`src/rtl/ovl_autorestart.sv`:
```
module ovl_autorestart #(
  parameter int unsigned ON_PULSES  = 8448,
  parameter int unsigned OFF_SLOTS  = 330000,
  parameter int unsigned TW         = 8,
  parameter int unsigned MIN_ON     = 100,
  parameter int unsigned SKIP_SLOTS = 1
) (
  input  logic          clk,
  input  logic          rst,
  input  logic          slot,
  input  logic          fb_inhibit,
  input  logic [TW-1:0] on_time,
  output logic          gate_en,
  output logic          fault,
  output logic [1:0]    state
);
  localparam int unsigned CW = (ON_PULSES  > 2) ? $clog2(ON_PULSES)    : 1;
  localparam int unsigned OW = (OFF_SLOTS  > 2) ? $clog2(OFF_SLOTS)    : 1;
  localparam int unsigned SW = $clog2(SKIP_SLOTS + 1);
  localparam logic [1:0] S_RUN = 2'd0, S_OFF = 2'd1, S_RST = 2'd2;

  logic [CW-1:0] cnt;
  logic [OW-1:0] off_cnt;
  logic [SW-1:0] skip_left;

  wire short_pulse = gate_en && (on_time < TW'(MIN_ON));
  wire skipping    = short_pulse || (skip_left != '0);
  wire terminal    = (cnt == CW'(ON_PULSES - 1));

  assign fault = (state == S_OFF);

  always_ff @(posedge clk) begin
    if (rst) begin
      state     <= S_RUN;
      gate_en   <= 1'b0;
      cnt       <= '0;
      off_cnt   <= '0;
      skip_left <= '0;
    end else if (slot) begin
      case (state)
        S_RUN: begin
          if (skipping) begin
            gate_en   <= 1'b0;
            skip_left <= short_pulse ? SW'(SKIP_SLOTS - 1) : skip_left - 1'b1;
          end else if (fb_inhibit) begin
            gate_en <= 1'b0;
            cnt     <= '0;
          end else if (terminal) begin
            gate_en <= 1'b0;
            cnt     <= '0;
            off_cnt <= '0;
            state   <= S_OFF;
          end else begin
            gate_en <= 1'b1;
            cnt     <= cnt + 1'b1;
          end
        end
        S_OFF: begin
          gate_en <= 1'b0;
          if (off_cnt == OW'(OFF_SLOTS - 1)) state <= S_RST;
          else off_cnt <= off_cnt + 1'b1;
        end
        default: begin
          gate_en   <= 1'b0;
          cnt       <= '0;
          skip_left <= '0;
          state     <= S_RUN;
        end
      endcase
    end
  end

  p_reset_r1: assert property (@(posedge clk) rst |=> (state == S_RUN && !gate_en && cnt == '0));

  p_gate_on_slot_r2: assert property (@(posedge clk) disable iff (rst)
    !slot |=> $stable(gate_en));

  p_inhibit_clears_r3: assert property (@(posedge clk) disable iff (rst)
    (slot && state == S_RUN && !skipping && fb_inhibit) |=> (cnt == '0 && !gate_en));

  p_fault_at_terminal_r4: assert property (@(posedge clk) disable iff (rst)
    $rose(fault) |-> ($past(cnt) == CW'(ON_PULSES - 1)));

  p_no_gate_when_off_r5: assert property (@(posedge clk) disable iff (rst)
    (state != S_RUN) |-> !gate_en);

  p_skip_holds_count_r7: assert property (@(posedge clk) disable iff (rst)
    (slot && state == S_RUN && skipping) |=> (cnt == $past(cnt) && !gate_en));

  p_state_legal_r9: assert property (@(posedge clk) disable iff (rst)
    state != 2'd3);
endmodule

```
`config.mk`:
```
export PLATFORM = sky130hd
export DESIGN_NAME = ovl_autorestart
export DESIGN_NICKNAME = d
export VERILOG_FILES = /design/src/rtl/ovl_autorestart.sv
export SDC_FILE = /design/constraint.sdc
export NUM_CORES = 1
export LEC_CHECK = 0
export BUFFER_PORTS_ARGS = -buffer_cell sky130_fd_sc_hd__buf_4
export CAP_MARGIN = 20
export CELL_PAD_IN_SITES_DETAIL_PLACEMENT = 1
export CELL_PAD_IN_SITES_GLOBAL_PLACEMENT = 2
export CORE_ASPECT_RATIO = 1.25
export CORE_MARGIN = 4
export CORE_UTILIZATION = 39
export CTS_CLUSTER_SIZE = 8
export DETAILED_ROUTE_END_ITERATION = 10
export PLACE_DENSITY_LB_ADDON = 0.1
export SYNTH_ARGS = -nofsm -noshare
export SYNTH_HDL_FRONTEND = slang
export SYNTH_SLANG_ARGS = --single-unit
```
`constraint.sdc`:
```
create_clock -name clk -period 3.7 [get_ports clk]
set_input_delay 0.555 -clock clk [delete_from_list [all_inputs] [get_ports clk]]
set_output_delay 0.555 -clock clk [all_outputs]
set_load 0.1 [all_outputs]
```
# Word level (Yosys, flattened, before mapping)
# Cells that the tools add are included.
# classes
n_bitwise,1
addsub,3
n_eq_ne,9
n_reduce_logical,8
mux,21
n_lt_le_gt_ge,1
# ops
cell,count
19-bit two-way mux,4
14-bit two-way mux,3
19-bit one-hot mux with 2 select lines,1
14-bit one-hot mux with 2 select lines,1
19-bit by 1-bit adder with 19-bit output (second input constant),1
19-bit equality test (second input constant),1
14-bit by 1-bit adder with 14-bit output (second input constant),1
14-bit equality test (second input constant),1
2-bit inequality test (second input constant),5
8-bit by 7-bit less-than comparator with 1-bit output (second input constant),1
2-bit two-way mux,4
1-bit two-way mux,6
3-bit AND reduction,2
6-bit AND reduction,1
5-bit AND reduction,1
2-bit one-hot mux with 2 select lines,1
2-bit by 1-bit equality test with 1-bit output (second input constant),1
2-bit zero test,1
2-bit by 1-bit inequality test with 1-bit output (second input constant),1
1-bit one-hot mux with 2 select lines,1
2-bit nonzero test,1
1-bit logical AND,1
1-bit logical OR,1
1-bit inverter,1
1-bit subtractor (second input constant),1
# word_totals
word_cells,48
ff_bits,37
in_bits,12

# Logic depth before layout (Yosys ltp)
# Gate-level depths: netlist (run 1).
# depth
ltp_word,5
depth_mapped,8
ltp_nobuf,7

# Worst setup path after synthesis (run 1)
# No wires, ideal clock.
# synth_path
path_type,reg-to-reg
startpoint,register state[1]
endpoint,register off_cnt[15]
required_ns,3.566
t_arrival_ns,2.856
setup_ns,0.134
slack_ns,0.710
path_stages_with_launch,8
cell_sequence,dfxtp_1 -> inv_1 -> nand2_1 -> clkinv_1 -> nand2_1 -> nor4_1 -> a31oi_1 -> a21oi_1
# synth_via
elab_chain_cells,3
word_cells_on_any_way,9
classes_between,eq/ne: 5; mux: 1; reduce/logical: 3
# synth_lines
item,line_no,rtl
from (decl),15,output logic [1:0] state
from (signal assigned),34,state <= S_RUN;
from (signal assigned),52,state <= S_OFF;
from (signal assigned),60,if (off_cnt == OW'(OFF_SLOTS - 1)) state <= S_RST;
2-bit by 1-bit equality test with 1-bit output (*),-,
named net fault,14,"output logic fault,"
2-bit inequality test (no line) or 2-bit nonzero test (tied branches),-,
6-bit AND reduction (no line),-,
to (signal assigned),61,else off_cnt <= off_cnt + 1'b1;
to (decl),23,logic [OW-1:0] off_cnt;
# The timed path passes the listed nets; every way through them passes the cells marked *.
# A chain may end at the register's enable or synchronous reset.

# Worst setup path after layout (run 1)
# layout_path
startpoint,register cnt[0]
endpoint,register cnt[11]
# layout_via
elab_chain_cells,5
word_cells_on_any_way,6
classes_between,add/sub: 1; eq/ne: 1; mux: 4
# layout_lines
item,line_no,rtl
from (decl),22,logic [CW-1:0] cnt;
from (signal assigned),55,cnt <= cnt + 1'b1;
14-bit by 1-bit adder with 14-bit output or 14-bit equality test (tied branches),"55, 28",
14-bit two-way mux (*),48,end else if (terminal) begin
14-bit two-way mux (*),45,end else if (fb_inhibit) begin
14-bit two-way mux (*),42,if (skipping) begin
14-bit one-hot mux with 2 select lines (*),40,case (state)
# Mark *: on every way between the ends. The rest lies on a longest branch, timed or not. The select of a mux whose other input is x is not followed.

==> results of run 1 <==
-- flip-flops by register name (all words and copies together) (netlist names) --
name       count
cnt           14
gate_en        1
off_cnt       19
skip_left      1
state          2
-- metrics by stage --
step	util	worst slack, ps	hold slack, ps	area (µm²)
after CTS	0.447	1130	471	2470
after floorplan	-	710	441	2240
after detailed placement	0.429	1010	469	2360
final	0.447	1160	476	2470
after global routing	0.447	879	478	2470
after global placement	0.429	1100	469	2360
-- power by group --
group          internal, mW  total, mW  leakage (nW)  switching [mW]
clock                 0.169      0.322        0.0542           0.153
sequential            0.400      0.402         0.298         0.00194
combinational        0.0151     0.0455         0.407          0.0304
total                 0.584      0.769         0.760           0.185
-- area by class of cell --
| cell class | instances | area, µm² | share of cell area |
|---|---|---|---|
| well taps | 64 | 80.1 | 0.0325 |
| multi-input cells | 210 | 1380 | 0.561 |
| inverters | 7 | 26.3 | 0.0107 |
| flip-flops and latches | 37 | 741 | 0.300 |
| clock buffers | 7 | 96.3 | 0.0391 |
| clock inverters | 1 | 5.00 | 0.00203 |
| repair buffers | 18 | 135 | 0.0548 |
-- layout by cell type (no fill, tap or decap), types with 3 or more instances in the layout --
cell type / n
nand2b_1: 6
o41ai_1: 11
buf_4: 18
nand2_1: 18
nand4_1: 8
nand3b_1: 3
o31ai_1: 8
nor4b_1: 4
clkbuf_8: 7
dfxtp_1: 37
and3_1: 6
a31oi_1: 4
and4_1: 6
or3_1: 3
or4_1: 6
nor3_1: 4
a41oi_1: 3
a21oi_1: 23
nor2_1: 27
inv_1: 6
nor4_1: 7
xnor2_1: 10
nand4b_1: 5
nand3_1: 13
-- worst max-delay path, delay by kind of cell (launching register included) --
kind | cells | cell delay, ps
AOI/OAI and AO/OA | 1 | 870
and+or+nand+nor | 4 | 930
adders and majority gates | 1 | 200
DFF | 1 | 380
-- layer usage --
layer  up-vias  track usage  part of all wire
li1       1065            -                 -
met1      1105        0.260              0.46
met2        20        0.352              0.51
met3        11       0.0347             0.015
met4         0       0.0714             0.021
met5         -            0                 0
-- cells by family (layout without fill, tap and decap cells) --
family / Yosys count / in the layout / synth area share
DFF: 37 / 37 / 0.330
adders and majority gates: 2 / 2 / 0.0112
buffers and inverters: 24 / 33 / 0.0535
xor gates and xnor gates: 10 / 10 / 0.0390
AOI/OAI and AO/OA: 66 / 66 / 0.209
and+or+nand+nor: 132 / 132 / 0.357
-- worst paths after layout --
check	startpoint	end
max	cnt[0]$_SDFFE_PP0P_	cnt[11]$_SDFFE_PP0P_
min	gate_en$_SDFFE_PP0P_	gate_en$_SDFFE_PP0P_
max reg2reg	cnt[0]$_SDFFE_PP0P_	cnt[11]$_SDFFE_PP0P_
min reg2reg	gate_en$_SDFFE_PP0P_	gate_en$_SDFFE_PP0P_
==> reports/results.txt, run 1 <==
Avg Inst Size Synth: 8.28 µm²
WL final: 6630 µm
Slew @ Worst Pin: 1080 ps
Max VDD drop: 0.000160 V
Leak: 0.760 nW
Total number of vias: 2201
Number of gates resized after cts: 0
Via density: 6.40
Vias in the first global route: 2294
Finish-stage setup viols: 0
I/O pin cnt: 16
RSZ-0062 raised after global routing: no
Initial DRT Pass Iterations: 4
GRT overflow: 0
Slowest cell on crit path: o21bai_1
# Post-CTS Setup Buffers: 0
Critical-path maximum fanout: 14
Status: finished, final reports clean
Hold Vio Cnt, Final: 0
Total power: 0.769 mW
Largest area contributor in the netlist: dfxtp_1
Crit path kind: reg2reg
Cell count after synthesis: 271
Worst setup SP type: register
Fraction of layout cells with a size suffix above 1: 0.125
Asr flop ratio synth: 0
Placer Congestion: 0.769
Core area: 0.00552 mm²
Largest net degree at the start of global routing: 28
Antenna-violating nets left: 0
DRC Markers: 0
FILL cells: 681
Rel. slew slack: 0.279
Die area: 0.00704 mm²
CTS sink count: 37
Chip width: 75.8 µm
Worst Hold Depth: 2
Max-cap viol count: 0
Hold_buf cts: 0
FF+latch count, synth: 37
Initial Util: 0.407
Clk_lat worst skew: 290 ps
Worst Clk Skew: 3.79 ps
Worst reg2reg path depth: 6
Routed len/inst: 19.3 µm
CP peak stage delay: 870 ps
Final Max Tran Viols: 0
PortBufs: 13
EDFF count, synth: 0
Area Overhead vs Synth: 9.93%
DRT iter0 DRCs: 131
Setup TNS: 0 ps
PwrDens: 312 mW/mm²
FMAX: 0.394 GHz
Antenna cells: 0
Synth top area share: 0.330
Hpwl dp: 4540 µm
First-pass GRT wire length: 11500 µm
Syn nets: 285
Top cells by area, synth: dfxtp_1 (33%), a21oi_1 (5.1%), nor2_1 (4.5%), o41ai_1 (4.3%), xnor2_1 (3.9%)
Worst endpoint required time: 3840 ps
Seq/Total Area, Yosys: 0.330
H-tree levels: 2
Total CTS buffers: 5
CTS tree: done
Initial antenna violation count: 0
Netlist cell types: 55
Period utilisation layout: 0.687
Die Ht: 92.8 µm
Final Net Count: 293
Placed cell count: 336
Commonest cells in the netlist: dfxtp_1 (37), nor2_1 (27), a21oi_1 (23)
Reg clk slew, reported paths: 80 ps
Cell Area, Synth: 0.00224 mm²
Root Driver: clkbuf_8
Sequence of cells on the critical path: ha_1, nor4bb_1, and4_4, nor4_1, o21bai_1, nor2_1
Final Instance Count excl. Fillers: 344
YS warnings: 0
Critical Path AT: 2680 ps
Placement row count: 30
Reg-to-reg slack, setup: 1160 ps
Period minus WS final: 2540 ps
Most common cell in the synthesized netlist: dfxtp_1
Bufs on Longest Clock Path: 2
Worst Hold Class: reg2reg
Total global-route track usage: 0.209
Worst Setup End Kind: register
Synth Flop Type: dfxtp_1
Note: power is estimated with default switching activity, not from simulation.
==> run 2, diff against run 1 <==
Settings changed: ABC_AREA from default to 1, CORE_UTILIZATION 39 to 32.
Clock period 3.7 ns to 2.4 ns, I/O delays scaled along.
==> run 2 against run 1 <==
Register-to-register slack lost 570 ps. Via count increased by 10%. Critical path depth is 2 lower. Flip-flop and latch count stayed put. Clock skew grew 9.4 ps. Global-route usage shrank 4.8 points. Final area up 8.2%. Synthesized cell count grew 45%. Sequential share of layout area down 2.3 points. Routed wire length rose by 1.5%.
==> reports/results.txt, run 2 <==
Die area: 0.00878 mm²
Worst endpoint required time: 2040 ps
Critical-path maximum fanout: 12
Largest area contributor in the netlist: dfxtp_1
H-tree levels: 2
Synth Area in Simple Gates: 0.455
Via density: 4.84
EDFF count, synth: 0
Largest net degree at the start of global routing: 30
Number of gates resized after cts: 0
Period utilisation layout: 0.762
Hold_buf cts: 0
Rel. slew slack: 0.725
Hold Vio Cnt, Final: 0
I/O pin cnt: 16
Slew @ Worst Pin: 412 ps
Most frequent CP cell: buf_4
Post-synthesis compound-gate area fraction: 0.105
PortBufs: 13
Worst Setup End Kind: output port
DRT iter0 DRCs: 74
Post-synthesis adder-cell area fraction: 0.0107
Total number of vias: 2420
Final Net Count: 423
Most flops, register: off_cnt
Syn nets: 407
CTS tree: done
Worst Hold Class: in2reg
CP peak stage delay: 420 ps
Die Ht: 104 µm
Antenna-violating nets left: 0
Most common cell in the synthesized netlist: nand2_1
Chip width: 84.6 µm
Netlist cell types: 27
Clk_lat worst skew: 290 ps
Period minus WS final: 1830 ps
Initial DRT Pass Iterations: 4
Final Max Tran Viols: 0
First-pass GRT wire length: 11600 µm
Root Driver: clkbuf_8
Setup TNS: 0 ps
Initial Util: 0.333
Max-cap viol count: 0
Sequence of cells on the critical path: inv_1, nor2_1, buf_4, buf_4
Status: finished, final reports clean
Max VDD drop: 0.000247 V
Vias in the first global route: 2493
Worst setup SP type: register
Most common cell after layout, fill and taps aside: nand2_1
Slowest cell on crit path: dfxtp_1
Synth Flop Type: dfxtp_1
Finish-stage setup viols: 0
WP buf/inv: 3
Placer Congestion: 0.759
Cell Area, Synth: 0.00235 mm²
Total CTS buffers: 5
Avg Inst Size Synth: 5.98 µm²
Max FFs per register: 19
Cell count after synthesis: 393
Leak: 0.997 nW
WL final: 6720 µm
Commonest cells in the netlist: nand2_1 (112), nor2_1 (88), dfxtp_1 (37)
Post-Synth XOR/XNOR Area: 0.0336
Crit path kind: reg2out
Seq/Total Area, Yosys: 0.315
Area Overhead vs Synth: 13.6%
Reg clk slew, reported paths: 90 ps
Initial antenna violation count: 0
Placement row count: 34
Critical Path AT: 1470 ps
YS warnings: 0
Synth top area share: 0.315
Routed len/inst: 13.4 µm
PwrDens: 450 mW/mm²
Hpwl dp: 5130 µm
Total global-route track usage: 0.161
# Post-CTS Setup Buffers: 0
FMAX: 0.547 GHz
Fraction of layout cells with a size suffix above 1: 0.105
Biggest regs: off_cnt x19, cnt x14, state x2
Crit-path leading delay family: buffers and inverters
GRT overflow: 0
DRC Markers: 0
Largest family of logic cells by synthesized area: simple AND/OR/NAND/NOR gates
Multiplexer share of the synthesized area: 0
Antenna cells: 0
Total power: 1.20 mW
Most frequent cells in the layout: nand2_1 (112), nor2_1 (88), dfxtp_1 (37)
Bufs on Longest Clock Path: 2
Core area: 0.00706 mm²
RSZ-0062 raised after global routing: no
FF+latch count, synth: 37
Worst Clk Skew: 13.2 ps
Asr flop ratio synth: 0
Top cells by area, synth: dfxtp_1 (32%), nand2_1 (18%), nor2_1 (14%), nand3_1 (6.6%), inv_1 (4.3%)
CTS sink count: 37
run 2: final cells by class:
cell class	count	area [µm²]
clock buffer	7	96.3
tap	90	113
fill	973	4390
sequential	37	741
inverter	31	116
multi-input combinational	312	1420
clock inverter	1	5.00
timing repair buffer	22	178
run 2: worst paths after layout:
kind,slack [ps],cells past startpoint,endpoint,start
worst max-delay path,570,4,fault,state[0]$_SDFFE_PP0P_
worst min-delay path,400,2,off_cnt[11]$_SDFFE_PP0P_,rst
worst max register to register,590,9,off_cnt[17]$_SDFFE_PP0P_,off_cnt[0]$_SDFFE_PP0P_
worst min register to register,450,2,skip_left$_SDFFE_PP0P_,skip_left$_SDFFE_PP0P_
run 2: power breakdown:
part | switching (mW) | internal [mW] | total, mW
sequential | 0.00267 | 0.616 | 0.619
clock | 0.242 | 0.260 | 0.502
combinational | 0.0510 | 0.0278 | 0.0788
total | 0.296 | 0.905 | 1.20
run 2: per-stage QoR:
stage | cells | utilization | area, µm² | hold WS, ps | setup WS, ps
after CTS | 500 | 0.378 | 2670 | 396 | 541
after global placement | 492 | 0.364 | 2570 | 428 | 599
after detailed placement | 492 | 0.364 | 2570 | 439 | 582
final | 500 | 0.378 | 2670 | 397 | 572
after floorplan | 393 | - | 2350 | 424 | 114
after global routing | 500 | 0.378 | 2670 | 402 | 360
run 2: worst register-to-register path, delay by kind of cell (launching register included):
family	cells	cell delay [ps]
flip-flops	1	410
adder cells (fa/ha/maj)	1	250
buffers and inverters	2	360
AND/OR/NAND/NOR	6	690
run 2: cells by family (layout without fill, tap and decap cells):
| family | count (synthesis) | count (layout) |
|---|---|---|
| and+or+nand+nor | 256 | 256 |
| AOI/OAI and AO/OA | 45 | 45 |
| adders and majority gates | 2 | 2 |
| xor gates and xnor gates | 9 | 9 |
| buffers and inverters | 44 | 61 |
| DFF | 37 | 37 |
run 2: per-layer routing:
metal  vias up  wire length [µm]  global-route usage
li1       1274                 -                   -
met1      1131              2900               0.178
met2         9              3680               0.312
met3         6                78              0.0238
met4         0                66              0.0407
met5         -                 0                   0
==> run 3, diff against run 2 <==
Settings changed: CORE_UTILIZATION 32 to 29.
Clock period 2.4 ns to 1.6 ns, I/O delays scaled along.
==> run 3 against run 2 <==
The flow now finishes with violations (negative setup slack). Die area up 9.4%. Sequential share of layout area decreased by 4.6 points. Sequential power increased by 50%. Register-to-register slack got worse by 650 ps. Combinational power grew 93%. Flip-flop and latch count stayed put. Setup slack worse by 640 ps.
==> reports/results.txt, run 3 (synthesized netlist as in run 2, its figures left out) <==
Status: finished, violations left
Failing checks: negative setup slack
RSZ-0062 raised after global routing: yes
Initial DRT Pass Iterations: 4
GRT overflow: 0
DRC Markers: 0
Leak: 1.30 nW
PwrDens: 578 mW/mm²
Placement row count: 36
Largest net degree at the start of global routing: 19
Placer Congestion: 0.777
Final Net Count: 468
Max-cap viol count: 0
Max FFs per register: 19
Root Driver: clkbuf_8
Total global-route track usage: 0.174
FMAX: 0.601 GHz
Die area: 0.00961 mm²
Bufs on Longest Clock Path: 2
Via density: 4.75
PortBufs: 13
Core area: 0.00784 mm²
Worst setup SP type: register
Period minus WS final: 1660 ps
WHS Endpoint: off_cnt[8]$_SDFFE_PP0P_
Initial Util: 0.300
Finish-stage setup viols: 19
Vias in the first global route: 2681
Reg clk slew, reported paths: 80 ps
Initial antenna violation count: 0
Hpwl dp: 5540 µm
CTS tree: done
Worst endpoint required time: 1800 ps
Max VDD drop: 0.000360 V
H-tree levels: 2
Worst Hold Depth: 2
Total CTS buffers: 5
Area Overhead vs Synth: 39.7%
First-pass GRT wire length: 12900 µm
Most frequent cells in the layout: nand2_1 (94), nor2_1 (79), buf_4 (57)
Hold Vio Cnt, Final: 0
Clk_lat worst skew: 300 ps
FILL cells: 1044
Worst r2r dst: off_cnt[17]$_SDFFE_PP0P_
Hold_buf cts: 0
Worst Clk Skew: 8.61 ps
GR Util met2: 0.342
Period utilisation layout: 1.04
Busiest grt layer: met2
Critical-path maximum fanout: 7
Biggest regs: off_cnt x19, cnt x14, state x2
Met3 usage: 0.0204
I/O pin cnt: 16
CTS sink count: 37
Crit path kind: reg2reg
Slew @ Worst Pin: 326 ps
Worst Hold Class: in2reg
Final Max Tran Viols: 0
DRT iter0 DRCs: 59
Rel. slew slack: 0.782
Layout Utilization: 0.419
Die Ht: 109 µm
Antenna cells: 0
WL final: 7850 µm
R2R Path Start: cnt[1]$_SDFFE_PP0P_
Final setup margin: -63.8 ps
Most flops, register: off_cnt
Routed len/inst: 14.3 µm
Chip width: 88.5 µm
Fraction of layout cells with a size suffix above 1: 0.297
Worst Setup End Kind: register
Reg-to-reg slack, setup: -60 ps
Critical Path AT: 1860 ps
Worst Setup SP: cnt[1]$_SDFFE_PP0P_
Worst hold slack: 278 ps
Worst reg2reg path depth: 14
Met1 Usage GRT: 0.183
Antenna-violating nets left: 0
Most common cell after layout, fill and taps aside: nand2_1
Total number of vias: 2614
Worst hold path startpoint: rst
run 3: cell types whose count changed in the layout (fill, tap and decap cells not counted), moves of 6 or more:
cell     delta
nand2_1    -18
nor2_2      +6
o21ai_0    -10
buf_4      +36
nand2_2    +12
nor2_1      -9
nand2_4     +6
dfxtp_1     -8
o21ai_1     +9
run 3: area by class of cell:
cell class / count / area [µm²] / area share
Tap cell: 95 / 119 / 0.0362
Multi-Input combinational cell: 312 / 1600 / 0.486
Clock buffer: 8 / 111 / 0.0339
Sequential cell: 37 / 758 / 0.231
Timing Repair Buffer: 67 / 574 / 0.175
Inverter: 31 / 123 / 0.0374
run 3: layer usage:
metal,vias up,part of all wire
met5,-,0
met4,0,0.023
met3,12,0.0097
met2,15,0.57
met1,1219,0.40
li1,1368,-
run 3: critical path, cell delays in order (launching register included):
cell     delay, ps
dfxtp_2        360
ha_4           150
nand2_4         60
inv_4           70
nand2_4         50
nor2_4         120
nand2_2         70
nand2_2         90
nand2_4         60
nor2_4         130
buf_6          130
buf_12         130
nand2_1         50
nand2_1         60
nor2_1          40
run 3: worst max path at each step:
stage | cells after the start | endpoint
finish | 14 | off_cnt[17]$_SDFFE_PP0P_
floorplan | 10 | off_cnt[13]$_SDFFE_PP0P_
global placement | 12 | off_cnt[11]$_SDFFE_PP0P_
global route | 13 | off_cnt[12]$_SDFFE_PP0P_
CTS | 14 | off_cnt[11]$_SDFFE_PP0P_
detailed placement | 12 | off_cnt[10]$_SDFFE_PP0P_
run 3: repair_timing:
action                                 4_1_cts  5_1_grt
setup endpoints to repair                   28       34
gates cloned                                 2        0
resized for setup                           30       49
buffers inserted                            10        8
endpoints found under the hold margin        0        0
pin swaps                                   11       15
run 3: stage by stage:
stage | setup slack (ps) | std cells | power [mW] | area (µm²) | setup TNS [ps]
after global placement | -95.8 | 526 | 1.08 | 2820 | -1730
final | -63.8 | 550 | 1.90 | 3280 | -728
after floorplan | 25.7 | 393 | 1.02 | 2360 | 0
after detailed placement | -136 | 526 | 1.09 | 2820 | -2450
after CTS | -95.9 | 546 | 1.92 | 3140 | -1010
after global routing | -194 | 550 | 1.99 | 3280 | -3770
run 3: report_power, final:
group          switching, mW  internal [mW]
combinational         0.0904         0.0618
clock                  0.371          0.446
sequential           0.00452          0.921
total                  0.466           1.43
